$ cat src/rtl/wonce_wdt_pkg.sv
// Package: shared constants, operation encoding and field decoders for the
// write-once watchdog. Assumes the fixed 8-bit mode byte layout:
// [7] spare, [6:5] operation, [4:0] period select.
package wonce_wdt_pkg;

    localparam int          REG_W    = 8;
    localparam int          OP_LSB   = 5;
    localparam int          PER_W    = 3;
    localparam logic [7:0]  CFG_INIT = 8'h67;
    localparam logic [7:0]  CLR_KEY  = 8'hAC;

    typedef enum logic [1:0] {
        OP_STOP = 2'd0,
        OP_NMI  = 2'd1,
        OP_RST  = 2'd2
    } op_e;

    // Decode the operation field; any value with the upper bit set is reset mode.
    function automatic op_e op_of(input logic [REG_W-1:0] cfg);
        case (cfg[OP_LSB+1:OP_LSB])
            2'b00:   return OP_STOP;
            2'b01:   return OP_NMI;
            default: return OP_RST;
        endcase
    endfunction

    // Extract the period exponent offset k (low bits of the period field).
    function automatic logic [PER_W-1:0] per_of(input logic [REG_W-1:0] cfg);
        return cfg[PER_W-1:0];
    endfunction

endpackage

$ cat src/rtl/wonce_wdt_cfg.sv
// Module: mode register with write-once lock and write decoding.
// Holds the mode byte and the lock flag, both cleared only by rst_n.
// Produces a restart request (first mode write, correct clear key) and a
// forced-overflow request (repeat mode write, wrong key) gated off in stop mode.
// Assumes at most one register write per cycle.
module wonce_wdt_cfg
    import wonce_wdt_pkg::*;
(
    input  logic             clk,
    input  logic             rst_n,
    input  logic             wr_en,
    input  logic             wr_sel,
    input  logic [REG_W-1:0] wr_data,
    output logic [REG_W-1:0] cfg_q,
    output logic             locked_q,
    output op_e              op,
    output logic [PER_W-1:0] per,
    output logic             restart,
    output logic             force_ovf
);

    logic mode_wr;
    logic clr_wr;
    logic key_ok;
    logic stopped;

    // Decode the write strobe into the two register targets.
    always_comb begin
        mode_wr = wr_en && !wr_sel;
        clr_wr  = wr_en &&  wr_sel;
        key_ok  = (wr_data == CLR_KEY);
    end

    // Store the mode byte on the first mode write only and set the lock.
    always_ff @(posedge clk) begin
        if (!rst_n) begin
            cfg_q    <= CFG_INIT;
            locked_q <= 1'b0;
        end else if (mode_wr && !locked_q) begin
            cfg_q    <= wr_data;
            locked_q <= 1'b1;
        end
    end

    // Derive the live configuration and the restart / fault requests.
    always_comb begin
        op        = op_of(cfg_q);
        per       = per_of(cfg_q);
        stopped   = (op == OP_STOP);
        restart   = (mode_wr && !locked_q) || (clr_wr && key_ok);
        force_ovf = !stopped && ((mode_wr && locked_q) || (clr_wr && !key_ok));
    end

    // once locked, a mode write leaves the stored byte untouched.
    assert_cfg_frozen_R3: assert property (@(posedge clk) disable iff (!rst_n)
        (locked_q && wr_en && !wr_sel) |=> (cfg_q == $past(cfg_q)));

    // the lock never drops without the system reset.
    assert_lock_sticky_R11: assert property (@(posedge clk) disable iff (!rst_n)
        locked_q |=> locked_q);

endmodule

$ cat src/rtl/wonce_wdt_cnt.sv
// Module: period counter. Counts input clocks while running and reports a
// natural overflow (tick) when the count reaches 2^(BASE_EXP+k)-1. A clear
// request or the stopped state holds the count at zero. Assumes k changes
// only in a cycle where clear is asserted.
module wonce_wdt_cnt #(
    parameter int BASE_EXP = 10,
    parameter int PER_W    = 3
) (
    input  logic             clk,
    input  logic             rst_n,
    input  logic             run,
    input  logic             clear,
    input  logic [PER_W-1:0] per,
    output logic             tick
);

    localparam int CNT_W  = BASE_EXP + (1 << PER_W) - 1;
    localparam int SPAN_W = CNT_W + 1;

    logic [CNT_W-1:0]  cnt;
    logic [SPAN_W-1:0] span;
    logic [CNT_W-1:0]  last;

    // Compute the terminal count for the selected period.
    always_comb begin
        span = SPAN_W'(1) << (BASE_EXP + int'(per));
        last = CNT_W'(span - SPAN_W'(1));
        tick = run && !clear && (cnt == last);
    end

    // Advance, wrap or hold the count.
    always_ff @(posedge clk) begin
        if (!rst_n) begin
            cnt <= '0;
        end else if (!run || clear || tick) begin
            cnt <= '0;
        end else begin
            cnt <= cnt + CNT_W'(1);
        end
    end

    // the count never passes the terminal value of the live period.
    assert_cnt_bound_R8: assert property (@(posedge clk) disable iff (!rst_n)
        cnt <= last);

    // a stopped timer sits at zero.
    assert_cnt_idle_R7: assert property (@(posedge clk) disable iff (!rst_n)
        !run |=> (cnt == '0));

endmodule

$ cat src/rtl/wonce_wdt_evt.sv
// Module: overflow output stage. Registers one overflow event onto the
// output chosen by the live operation, as a one-cycle pulse. Assumes the
// caller raises ovf for one cycle per event.
module wonce_wdt_evt
    import wonce_wdt_pkg::*;
(
    input  logic clk,
    input  logic rst_n,
    input  logic ovf,
    input  op_e  op,
    output logic nmi_o,
    output logic rst_o
);

    // Steer the event to the interrupt or reset-request output.
    always_ff @(posedge clk) begin
        if (!rst_n) begin
            nmi_o <= 1'b0;
            rst_o <= 1'b0;
        end else begin
            nmi_o <= ovf && (op == OP_NMI);
            rst_o <= ovf && (op == OP_RST);
        end
    end

    // never both outputs in one cycle.
    assert_one_output_R9: assert property (@(posedge clk) disable iff (!rst_n)
        $onehot0({nmi_o, rst_o}));

endmodule

$ cat src/rtl/wonce_wdt.sv
// Module: write-once watchdog timer top. Connects the mode register and
// write decoder, the period counter and the overflow output stage.
// Assumes a synchronous active-low system reset and one write per cycle.
module wonce_wdt
    import wonce_wdt_pkg::*;
#(
    parameter int BASE_EXP = 10
) (
    input  logic             clk,
    input  logic             rst_n,
    input  logic             wr_en,
    input  logic             wr_sel,
    input  logic [REG_W-1:0] wr_data,
    output logic [REG_W-1:0] cfg_rd,
    output logic             nmi_pulse,
    output logic             rst_req
);

    logic [REG_W-1:0] cfg_q;
    logic             locked_q;
    op_e              op;
    logic [PER_W-1:0] per;
    logic             restart;
    logic             force_ovf;
    logic             tick;
    logic             run;
    logic             ovf;

    wonce_wdt_cfg u_cfg (
        .clk       (clk),
        .rst_n     (rst_n),
        .wr_en     (wr_en),
        .wr_sel    (wr_sel),
        .wr_data   (wr_data),
        .cfg_q     (cfg_q),
        .locked_q  (locked_q),
        .op        (op),
        .per       (per),
        .restart   (restart),
        .force_ovf (force_ovf)
    );

    // Combine the run state and the overflow sources.
    always_comb begin
        run    = (op != OP_STOP);
        ovf    = force_ovf || tick;
        cfg_rd = cfg_q;
    end

    wonce_wdt_cnt #(
        .BASE_EXP (BASE_EXP),
        .PER_W    (PER_W)
    ) u_cnt (
        .clk   (clk),
        .rst_n (rst_n),
        .run   (run),
        .clear (restart || force_ovf),
        .per   (per),
        .tick  (tick)
    );

    wonce_wdt_evt u_evt (
        .clk   (clk),
        .rst_n (rst_n),
        .ovf   (ovf),
        .op    (op),
        .nmi_o (nmi_pulse),
        .rst_o (rst_req)
    );

    // a stopped timer produces no output in the next cycle.
    assert_stop_quiet_R7: assert property (@(posedge clk) disable iff (!rst_n)
        (op == OP_STOP) |=> !(nmi_pulse || rst_req));

    // a repeat mode write in a running mode fires an overflow.
    assert_rewrite_fires_R4: assert property (@(posedge clk) disable iff (!rst_n)
        (wr_en && !wr_sel && locked_q && op != OP_STOP) |=> (nmi_pulse || rst_req));

    // a wrong clear key in a running mode fires an overflow.
    assert_bad_key_fires_R6: assert property (@(posedge clk) disable iff (!rst_n)
        (wr_en && wr_sel && wr_data != CLR_KEY && op != OP_STOP) |=> (nmi_pulse || rst_req));

    // an overflow in interrupt mode lands on the interrupt output only.
    assert_nmi_route_R9: assert property (@(posedge clk) disable iff (!rst_n)
        (ovf && op == OP_NMI) |=> (nmi_pulse && !rst_req));

endmodule

$ cat config.mk
export PLATFORM = sky130hd
export DESIGN_NAME = wonce_wdt
export DESIGN_NICKNAME = d
export VERILOG_FILES = /design/src/rtl/wonce_wdt_pkg.sv /design/src/rtl/wonce_wdt_cfg.sv /design/src/rtl/wonce_wdt_cnt.sv /design/src/rtl/wonce_wdt_evt.sv /design/src/rtl/wonce_wdt.sv
export SDC_FILE = /design/constraint.sdc
export NUM_CORES = 1
export LEC_CHECK = 0
export ABC_AREA = 1
export BUFFER_PORTS_ARGS = -buffer_cell sky130_fd_sc_hd__buf_2
export CORE_MARGIN = 1
export CORE_UTILIZATION = 40
export DETAILED_ROUTE_END_ITERATION = 7
export GPL_TIMING_DRIVEN = 0
export RECOVER_POWER = 50
export SLEW_MARGIN = 20
export SYNTH_ARGS = -nofsm -noshare
export SYNTH_HDL_FRONTEND = slang
export SYNTH_SLANG_ARGS = --single-unit
$ cat constraint.sdc
create_clock -name clk -period 3.1 [get_ports clk]
set_clock_uncertainty 0.05 [all_clocks]
set_input_delay 0.62 -clock clk [delete_from_list [all_inputs] [get_ports clk]]
set_output_delay 0.62 -clock clk [all_outputs]
set_load 0.1 [all_outputs]
==> results of run 1 <==
[worst max path at each step]
stage / to / slack (ns) / from / cells past startpoint
after floorplan: u_cnt.cnt[11] / 0.46 / u_cfg.cfg_q[2] / 9
after global placement: u_cnt.cnt[6] / 0.99 / u_cfg.cfg_q[1] / 9
after detailed placement: u_cnt.cnt[6] / 1.0 / u_cfg.cfg_q[1] / 13
after CTS: u_cnt.cnt[6] / 0.97 / u_cfg.cfg_q[1] / 9
after global routing: cfg_rd[1] / 0.65 / u_cfg.cfg_q[1] / 1
final: cfg_rd[1] / 0.73 / u_cfg.cfg_q[1] / 1
[final cells by class]
type / instances / area (um^2)
fill: 409 / 1970
multi-input combinational: 164 / 888
sequential: 28 / 561
buffer: 3 / 22.5
tap: 48 / 60.1
inverter: 31 / 116
clock buffer: 3 / 41.3
timing repair buffer: 20 / 86.3
[layer usage]
metal | wire length [um] | global-route usage
met5 | 0 | 0
met4 | 25 | 0.0408
met3 | 73 | 0.0370
met2 | 1220 | 0.253
met1 | 1530 | 0.203
[registers in the layout, summed over array words and instances (netlist names)]
signal,cells
u_cfg.cfg_q,8
u_evt.nmi_o,1
u_cnt.cnt,17
u_evt.rst_o,1
u_cfg.locked_q,1
[placed cells by master (no fill, tap or decap), types with 2 or more instances in the layout]
cell | netlist | final
xor2_1 | 13 | 13
nand3_1 | 10 | 10
o21ai_0 | 9 | 9
nand2_1 | 54 | 54
xnor2_1 | 2 | 2
inv_1 | 30 | 30
clkbuf_1 | 1 | 13
nand4_1 | 5 | 5
nor3_1 | 3 | 3
nor2_2 | 15 | 15
ha_1 | 8 | 8
clkbuf_8 | 0 | 3
nor2_1 | 33 | 33
buf_2 | 1 | 9
dfxtp_1 | 28 | 28
a21oi_1 | 5 | 5
[cells by family after synthesis]
group	count (synthesis)
buffers and inverters	34
adders and majority gates	8
DFF	28
xor gates and xnor gates	15
AOI/OAI and AO/OA	15
and+or+nand+nor	126
[power by group through the flow]
stage | Combinational [uW] | Clock, uW | Sequential, uW
floorplan | 59.8 | 0 | 445
global placement | 145 | 0 | 388
detailed placement | 145 | 0 | 388
CTS | 145 | 206 | 380
global route | 155 | 222 | 382
finish | 142 | 194 | 380
[through the flow]
step / power, uW / utilization / worst slack [ns] / instance area [um^2] / std cells
final: 716 / 0.474 / 0.733 / 1780 / 297
after global routing: 759 / 0.474 / 0.651 / 1780 / 297
after CTS: 732 / 0.478 / 0.967 / 1790 / 297
after detailed placement: 533 / 0.467 / 0.996 / 1750 / 294
after global placement: 533 / 0.467 / 0.992 / 1750 / 294
after floorplan: 504 / - / 0.462 / 1590 / 226
==> key figures, run 1 <==
Logic synthesis
  – Most common cell in the synthesized netlist: nand2_1
  – Xor and xnor area share after synthesis: 0.0827
  – Mapped Nets: 246
  – Largest family of logic cells by synthesized area: simple AND/OR/NAND/NOR gates
  – Compound-Gate Fraction of Synth Area: 0.0488
  – Share of async-settable or async-resettable flops after synthesis: 0
  – Register area share after synthesis: 0.353
  – Multiplexer area fraction after synthesis: 0
  – YS warnings: 0
  – Top cells by count, synth: nand2_1, nor2_1, inv_1, dfxtp_1, nor2_2
  – Distinct cells, synth: 24
  – Register bit count reported by yosys: 28
  – Top post-synthesis cells by area: dfxtp_1, nand2_1, nor2_1, xor2_1, inv_1
  – EDFF count, synth: 0
  – Avg Inst Size Synth: 7.03 um^2
  – Ys flop type: dfxtp_1
  – Post-Synth Simple-Gate Area: 0.365
  – Post-Syn Area: 1590 um^2
  – Post-synth top area cell: dfxtp_1
  – Post-Synth Adder-Cell Area: 0.0630
  – Yosys top cell area share: 0.353
  – Synth Instances: 226

Power
  – Internal power: between 400 and 500 uW
  – Sw power: 227 uW
  – Sequential power share: 0.531
  – Max IR drop VDD: 0.232 mV
  – PD cells: 403 nW/um^2
  – Clock power share: 0.271
  – Lkg Pwr: 0.000743 uW
  – Comb pwr share: 0.198
  – Switch share: 0.317

Cells and area
  – Fin nets: 271
  – Area Growth Syn to Fin: 11.7%
  – Layout cells sized above 1: 0.137
  – Antenna cells: 0

Floorplanning
  – Die Height: 65.0 um
  – Die area: 4230 um^2
  – Boundary pin count: 22
  – Num rows: 22
  – Core Footprint: 3740 um^2
  – Initial Utilization: 0.424
  – Die width: between 60 and 70 um

Clock network
  – Clock latency on the worst-skew pair: 0.27 ns
  – Hold-fix buffers at CTS: 0
  – Post-CTS resize count: 0
  – Clk root buf: clkbuf_8
  – Clock transition at path regs: 0.09 ns
  – CTS Sinks: 28
  – Num CTS Buffers: 3
  – Setup repair bufs after CTS: 0
  – H-tree depth: 1
  – Clk buf depth: 2
  – CTS tree: done

Critical path
  – Startpoint types: flop
  – Setup CP Type: reg -> out
  – Reg-to-reg critical path endpoint: u_cnt.cnt[6]
  – Reg2reg path depth: 9
  – CP arrival: between 1.5 and 2 ns
  – CP max stage cell: clkbuf_1
  – FF-to-FF Start: u_cfg.cfg_q[1]
  – Setup crit end kind: primary output
  – Crit path cell chain: clkbuf_1
  – Register-to-Register Setup Slack: 0.99 ns
  – Crit-path leading delay family: buffers and inverters
  – CP max FO: 10
  – Crit-path max cell delay: 0.90 ns
  – Required @ worst endpoint: 2.43 ns
  – Sum of buffers and inverters on the critical path: 1

Placed design
  – Number of port buffers: 20
  – HPWL Detailed: about 2.3 mm
  – RePlAce Congestion: around 0.80

Min path
  – Worst hold path endpoint: u_cnt.cnt[0]
  – Min-delay src: u_cnt.cnt[0]
  – HP Class: reg -> reg
  – WHS Path Cells: 1

GRT
  – GRT overflow: 0
  – Largest net degree at the start of global routing: 15
  – First-pass GRT wire length: 5.12 mm
  – Initial antenna violation count: 0
  – Gr usage total: 0.155
  – Vias in the first global route: 1219

Route
  – DR pass1 iterations: 4
  – DRC: 0
  – Drt wl/cell: between 9 and 10 um
  – Final wirelength: 2.85 mm
  – Routed vias/inst: 4.45
  – DRT iter0 DRCs: 42
  – Post-route ant nets: 0
  – Via count: 1322

Timing
  – Hold Vio Cnt, Final: 0
  – Setup_tns: 0 ns
  – Hold_ws: roughly 0.44 ns
  – Post-route minimum period: roughly 2.4 ns
  – Slew Viols, Final: 0
  – FMAX: 0.422 GHz
  – Tcrit/Tclk final: 0.764
  – Unrepaired setup endpoints after global routing: no
  – Endpoints failing setup: 0
  – Max-Slew Margin vs Limit: 0.224
  – Slew @ Worst Pin: 1.17 ns

Job
  – Max_cap viols: 0

Run status
  – Status: finished, final reports clean
No activity file was read; power rests on OpenSTA's default activity.
==> run 2, diff against run 1 <==
==> constraint.sdc (replaced) <==
create_clock -name clk -period 2.25 [get_ports clk]
set_clock_uncertainty 0.05 [all_clocks]
set_input_delay 0.45 -clock clk [delete_from_list [all_inputs] [get_ports clk]]
set_output_delay 0.45 -clock clk [all_outputs]
set_load 0.1 [all_outputs]
==> run 2 against run 1 <==
Against the previous run:
- first-iteration DRC count is 67% higher
- critical path depth grew 12
- wire length increased by 3.2%
- clock power up 60%
- register-to-register slack got worse by 0.75 ns
- sequential share of layout area fell by 0.28 points
- combinational power up 40%
==> key figures, run 2 (synthesized netlist as in run 1, its figures left out) <==
Cells and area
  – Register area: 563 um^2 (+0.45%)
  – Register name with the most flops: u_cnt.cnt
  – FILL cells: 414 (+1.2%)
  – Most common cell after layout, fill and taps aside: nand2_1
  – Layout cells sized above 1: 0.172 (+0.0355)
  – Fin nets: 271 (unchanged)
  – Fin area: 1800 um^2 (+1.3%)
  – Final core occ: 0.481 (+0.00635)
  – Non-Filler Instances: 298 (+0.34%)
  – Multi-input gate area: 888 um^2 (unchanged)
  – Antenna cells: 0 (unchanged)
  – Most frequent cells in the layout: nand2_1, nor2_1, inv_1, dfxtp_1, nor2_2
  – Area Growth Syn to Fin: 13.2%
  – Top Registers: u_cnt.cnt x17, u_cfg.cfg_q x8
  – Max reg flops: 17 (unchanged)

Placed design
  – Cell Area, Placed: 1750 um^2 (+0.14%)
  – HPWL Detailed: 2.30 mm (+2.3%)
  – Number of port buffers: 20 (unchanged)
  – Placed cells: 294 (unchanged)
  – RePlAce Congestion: 0.805 (+1.2%)

Clock network
  – Num CTS Buffers: 3 (unchanged)
  – Setup repair bufs after CTS: 0 (unchanged)
  – H-tree depth: 1 (unchanged)
  – Post-CTS resize count: 0 (unchanged)
  – Clock latency on the worst-skew pair: 0.28 ns (about the same)
  – Clock transition at path regs: 0.09 ns (about the same)
  – Clk buf depth: 2 (unchanged)
  – CTS Sinks: 28 (unchanged)
  – Hold-fix buffers at CTS: 0 (unchanged)
  – Clk root buf: clkbuf_8
  – CTS tree: done

Run status
  – Status: finished, final reports clean

Job
  – Max_cap viols: 0 (unchanged)

Power
  – Lkg Pwr: 0.000766 uW (+3.0%)
  – Internal power: 713 uW (+46%)
  – Comb pwr share: 0.193 (-0.005)
  – Sequential power share: 0.507 (-0.024)
  – Switch share: 0.310 (-0.00711)
  – PD cells: 574 nW/um^2 (+42%)
  – Sw power: 320 uW (+41%)
  – Clock power share: 0.300 (+0.029)
  – Max IR drop VDD: 0.357 mV (+54%)

GRT
  – Vias in the first global route: 1236 (+1.4%)
  – Gr usage total: 0.161 (+0.00656)
  – Largest net degree at the start of global routing: 16 (+1)
  – GRT overflow: 0 (unchanged)
  – First-pass GRT wire length: 5.16 mm (+0.82%)
  – Initial antenna violation count: 0 (unchanged)

Min path
  – Min-delay src: wr_data[6]
  – WHS Path Cells: 3 (+2)
  – HP Class: in -> reg
  – Worst hold path endpoint: u_cfg.cfg_q[6]

Route
  – Drt wl/cell: 9.88 um (+2.8%)
  – Via count: 1354 (+2.4%)
  – DRC: 0 (unchanged)
  – Routed vias/inst: 4.54 (+2.1%)
  – Final wirelength: 2.94 mm (+3.2%)
  – DRT iter0 DRCs: 70 (+67%)
  – DR pass1 iterations: 4 (unchanged)
  – Post-route ant nets: 0 (unchanged)

Floorplanning
  – Core Footprint: 3740 um^2 (unchanged)
  – Num rows: 22 (unchanged)
  – Boundary pin count: 22 (unchanged)
  – Die Height: 65.0 um (unchanged)
  – Die area: 4230 um^2 (unchanged)
  – Initial Utilization: 0.424 (unchanged)
  – Die width: 65.0 um (unchanged)

Timing
  – Post-route minimum period: just over 2 ns
  – Setup_tns: 0 ns (unchanged)
  – Tcrit/Tclk final: 0.894
  – Slew @ Worst Pin: 1.16 ns (-0.00678 ns)
  – Hold Vio Cnt, Final: 0 (unchanged)
  – Unrepaired setup endpoints after global routing: no
  – Endpoints failing setup: 0 (unchanged)
  – FMAX: 0.497 GHz
  – Max-Slew Margin vs Limit: 0.229 (+0.00450)
  – Slew Viols, Final: 0 (unchanged)

Critical path
  – Setup CP Type: reg -> reg
  – FF-to-FF Start: u_cfg.cfg_q[1]
  – Reg2reg path depth: 13 (+4)
  – Startpoint types: flop
  – Register-to-Register Setup Slack: 0.24 ns (-0.75 ns)
  – Reg-to-reg critical path endpoint: u_cnt.cnt[6]
  – Required @ worst endpoint: 2.38 ns (-0.05 ns)
  – Setup crit end kind: flop
  – CP arrival: 2.14 ns (+0.44 ns)
  – CP max FO: 10 (unchanged)
==> run 2: cell count changes in the layout (fill, tap and decap cells not counted) <==
| cell | previous run | this run |
|---|---|---|
| clkbuf_2 | 0 | 5 |
| dfxtp_2 | 0 | 2 |
| buf_1 | 0 | 1 |
| dfxtp_1 | 28 | 26 |
| clkbuf_1 | 13 | 6 |
| clkbuf_8 | 3 | 4 |
| buf_2 | 9 | 10 |
==> run 2: through the flow <==
step	total power [uW]	setup slack, ns	hold slack (ns)
floorplan	695	0.0249	0.395
global placement	734	0.276	0.413
detailed placement	736	0.247	0.426
CTS	1050	0.231	0.337
global route	1090	0.0489	0.355
finish	1030	0.239	0.348
==> run 2: worst max-delay path by stage <==
stage                     slack (ns)            from  cells after the start       endpoint
after floorplan                 0.02  u_cfg.cfg_q[2]                     13  u_cnt.cnt[11]
after global placement          0.28  u_cfg.cfg_q[1]                     13   u_cnt.cnt[6]
after detailed placement        0.25  u_cfg.cfg_q[1]                     13   u_cnt.cnt[6]
after CTS                       0.23  u_cfg.cfg_q[1]                     13   u_cnt.cnt[6]
after global routing            0.05  u_cfg.cfg_q[1]                     13   u_cnt.cnt[6]
final                           0.24  u_cfg.cfg_q[1]                     13   u_cnt.cnt[6]
==> run 2: per-layer routing <==
metal  global-route usage  share of wire
met2                0.260           0.42
met5                    0              0
met4               0.0842          0.022
met3               0.0352          0.027
met1                0.200           0.53
==> run 2: layout make-up <==
| class | instances | area share |
|---|---|---|
| clock buffers | 4 | 0.0306 |
| multi-input cells | 164 | 0.494 |
| inverters | 31 | 0.0647 |
| repair buffers | 20 | 0.0522 |
| flip-flops and latches | 28 | 0.313 |
| plain buffers | 3 | 0.0125 |
| well taps | 48 | 0.0334 |
==> run 2: power by group through the flow <==
| stage | Combinational (uW) | Sequential (uW) | Clock, uW |
|---|---|---|---|
| global placement | 199 | 535 | 0 |
| global route | 217 | 527 | 351 |
| CTS | 202 | 524 | 327 |
| detailed placement | 201 | 535 | 0 |
| finish | 199 | 524 | 310 |
| floorplan | 82.3 | 613 | 0 |
==> run 2: critical path, stage by stage (launching register included) <==
cell and delay (ns):
dfxtp_2 0.44, inv_2 0.09, ha_1 0.34, inv_1 0.11
nand2_1 0.05, nor2_1 0.10, nand2_1 0.06, nand2_1 0.06
nand2_1 0.07, nor2_2 0.11, nand3_2 0.09, nand3_4 0.12
buf_8 0.17, nor2_2 0.04
==> run 3, diff against run 2 <==
--- a/config.mk
+++ b/config.mk
@@ -6,10 +6,10 @@
 export NUM_CORES = 1
 export LEC_CHECK = 0
 export ABC_AREA = 1
-export BUFFER_PORTS_ARGS = -buffer_cell sky130_fd_sc_hd__buf_2
 export CORE_MARGIN = 1
 export CORE_UTILIZATION = 40
 export DETAILED_ROUTE_END_ITERATION = 7
+export DONT_BUFFER_PORTS = 1
 export GPL_TIMING_DRIVEN = 0
 export RECOVER_POWER = 50
 export SLEW_MARGIN = 20
==> run 3 against run 2 <==
Against the previous run:
- global-route usage fell by 0.79 points
- cell area fell by 3.6%
- total power fell by 1.8%
- flip-flop and latch count did not move
==> key figures, run 3 (synthesized netlist as in run 1, its figures left out) <==
Cells and area
  – Antenna cells: 0 (unchanged)
  – Final core occ: 0.463 (-0.0174)
  – Most common cell after layout, fill and taps aside: nand2_1
  – Multi-input gate area: 901 um^2 (+1.4%)
  – Non-Filler Instances: 279 (-6.4%)
  – Register name with the most flops: u_cnt.cnt
  – Area Growth Syn to Fin: 9.13%
  – Fin area: 1730 um^2 (-3.6%)
  – Fin nets: 252 (-7.0%)
  – Layout cells sized above 1: 0.139 (-0.0335)
  – FILL cells: 399 (-3.6%)
  – Top Registers: u_cnt.cnt x17, u_cfg.cfg_q x8
  – Register area: 569 um^2 (+1.1%)
  – Most frequent cells in the layout: nand2_1, nor2_1, inv_1, dfxtp_1, nor2_2
  – Max reg flops: 17 (unchanged)

Critical path
  – CP max stage cell: dfxtp_4
  – FF-to-FF Start: u_cfg.cfg_q[1]
  – CP arrival: 2.18 ns (+0.04 ns)
  – Crit-path leading delay family: simple AND/OR/NAND/NOR gates
  – Cell repeated most along the worst path: nand2_1
  – Sum of buffers and inverters on the critical path: 3 (unchanged)
  – Reg2reg path depth: 13 (unchanged)
  – Reg-to-reg critical path endpoint: u_cnt.cnt[6]
  – Startpoint types: flop
  – Required @ worst endpoint: 2.37 ns (about the same)
  – CP max FO: 10 (unchanged)
  – Crit-path max cell delay: 0.60 ns (+0.16 ns)
  – Crit path cell chain: inv_4 > ha_4 > inv_1 > nand2_1 > nor2_1 > nand2_1 > nand2_1 > nand2_1 > nor2_2 > nand3_2 > nand3_4 > buf_8 > nor2_2
  – Setup CP Type: reg -> reg
  – Setup crit end kind: flop
  – Register-to-Register Setup Slack: 0.19 ns (-0.05 ns)

Route
  – DR pass1 iterations: 4 (unchanged)
  – DRT iter0 DRCs: 65 (-7.1%)
  – DRC: 0 (unchanged)
  – Post-route ant nets: 0 (unchanged)
  – Routed vias/inst: 4.54 (-0.13%)
  – Final wirelength: 2.90 mm (-1.5%)
  – Via count: 1266 (-6.5%)
  – Drt wl/cell: 10.4 um (+5.2%)

GRT
  – GRT overflow: 0 (unchanged)
  – Vias in the first global route: 1175 (-4.9%)
  – Largest net degree at the start of global routing: 16 (unchanged)
  – Initial antenna violation count: 0 (unchanged)
  – Gr usage total: 0.153 (-0.00792)
  – First-pass GRT wire length: 5.07 mm (-1.7%)

Power
  – PD cells: 585 nW/um^2 (+1.9%)
  – Lkg Pwr: 0.000701 uW (-8.5%)
  – Pwr Total: 1010 uW (-1.8%)
  – Max IR drop VDD: 0.420 mV (+18%)

Floorplanning
  – Die area: 4230 um^2 (unchanged)
  – Num rows: 22 (unchanged)
  – Boundary pin count: 22 (unchanged)
  – Core Footprint: 3740 um^2 (unchanged)
  – Die width: 65.0 um (unchanged)
  – Die Height: 65.0 um (unchanged)
  – Initial Utilization: 0.424 (unchanged)

Placed design
  – RePlAce Congestion: 0.757 (-6.1%)
  – Cell Area, Placed: 1650 um^2 (-5.7%)
  – Placed cells: 274 (-6.8%)
  – Number of port buffers: 0 (-100%)
  – HPWL Detailed: 2.20 mm (-4.6%)

Min path
  – HP Class: in -> reg
  – WHS Path Cells: 2 (-1)
  – Min-delay src: wr_data[2]
  – Worst hold path endpoint: u_cfg.cfg_q[2]

Timing
  – Unrepaired setup endpoints after global routing: no
  – Hold_ws: 0.252 ns (-0.0952 ns)
  – Slew @ Worst Pin: 1.07 ns (-0.0914 ns)
  – Hold Vio Cnt, Final: 0 (unchanged)
  – Max-Slew Margin vs Limit: 0.285 (+0.0566)
  – Endpoints failing setup: 0 (unchanged)
  – Tcrit/Tclk final: 0.914 (+0.0200)
  – Post-route minimum period: 2.06 ns (+0.0450 ns)
  – Slew Viols, Final: 0 (unchanged)
  – FMAX: 0.486 GHz (-2.2%)

Clock network
  – Num CTS Buffers: 3 (unchanged)
  – CTS tree: done
  – Clk buf depth: 2 (unchanged)
  – Hold-fix buffers at CTS: 0 (unchanged)
  – Clk root buf: clkbuf_8
  – Clock latency on the worst-skew pair: 0.27 ns (about the same)
  – CTS Sinks: 28 (unchanged)
  – Clock transition at path regs: 0.09 ns (about the same)
  – H-tree depth: 1 (unchanged)

Run status
  – Status: finished, final reports clean

Job
  – Max_cap viols: 0 (unchanged)
## run 3: changes by cell type in the layout (fill, tap and decap cells not counted), moves of 2 or more
cell / delta
clkbuf_2: -4
inv_4: +2
dfxtp_4: +2
buf_2: -10
clkbuf_1: -4
## run 3: metal layers
layer / vias up / global-route usage / part of all wire
met4: 0 / 0.0408 / 0.011
met2: 17 / 0.242 / 0.43
met3: 2 / 0.0387 / 0.037
met1: 542 / 0.206 / 0.52
li1: 705 / - / -
met5: - / 0 / 0
## run 3: timing repair
item / CTS / global route
endpoints found under the hold margin: 0 / 0
resized for setup: 4 / 3
endpoints found under the setup margin: 19 / 10
buffers inserted: 0 / 1
## run 3: area by class of cell
type / count / share of cell area
clock buffer: 4 / 0.0317
timing repair buffer: 1 / 0.00289
buffer: 3 / 0.0130
inverter: 31 / 0.0700
sequential: 28 / 0.328
tap: 48 / 0.0346
multi-input combinational: 164 / 0.519
## run 3: worst max-delay path by stage
| stage | start | end | slack, ns | cells after the start |
|---|---|---|---|---|
| finish | u_cfg.cfg_q[1] | u_cnt.cnt[6] | 0.19 | 13 |
| detailed placement | u_cfg.cfg_q[2] | u_cnt.cnt[7] | -0.24 | 9 |
| global route | u_cfg.cfg_q[1] | u_cnt.cnt[12] | 0.02 | 13 |
| floorplan | u_cfg.cfg_q[2] | u_cnt.cnt[11] | 0.02 | 13 |
| CTS | u_cfg.cfg_q[1] | u_cnt.cnt[6] | 0.03 | 13 |
| global placement | u_cfg.cfg_q[2] | u_cnt.cnt[13] | -0.25 | 9 |
## run 3: report_power, final
part	internal, uW	switching (uW)	total (uW)
clock network	157	149	306
logic	38.4	65.1	104
registers	509	96.2	605
total	704	310	1010
## run 3: stage by stage
stage	setup slack [ns]	TNS [ns]
after global routing	0.0152	0
after CTS	0.0325	0
after global placement	-0.246	-3.19
after floorplan	0.0249	0
after detailed placement	-0.243	-3.07
final	0.194	0
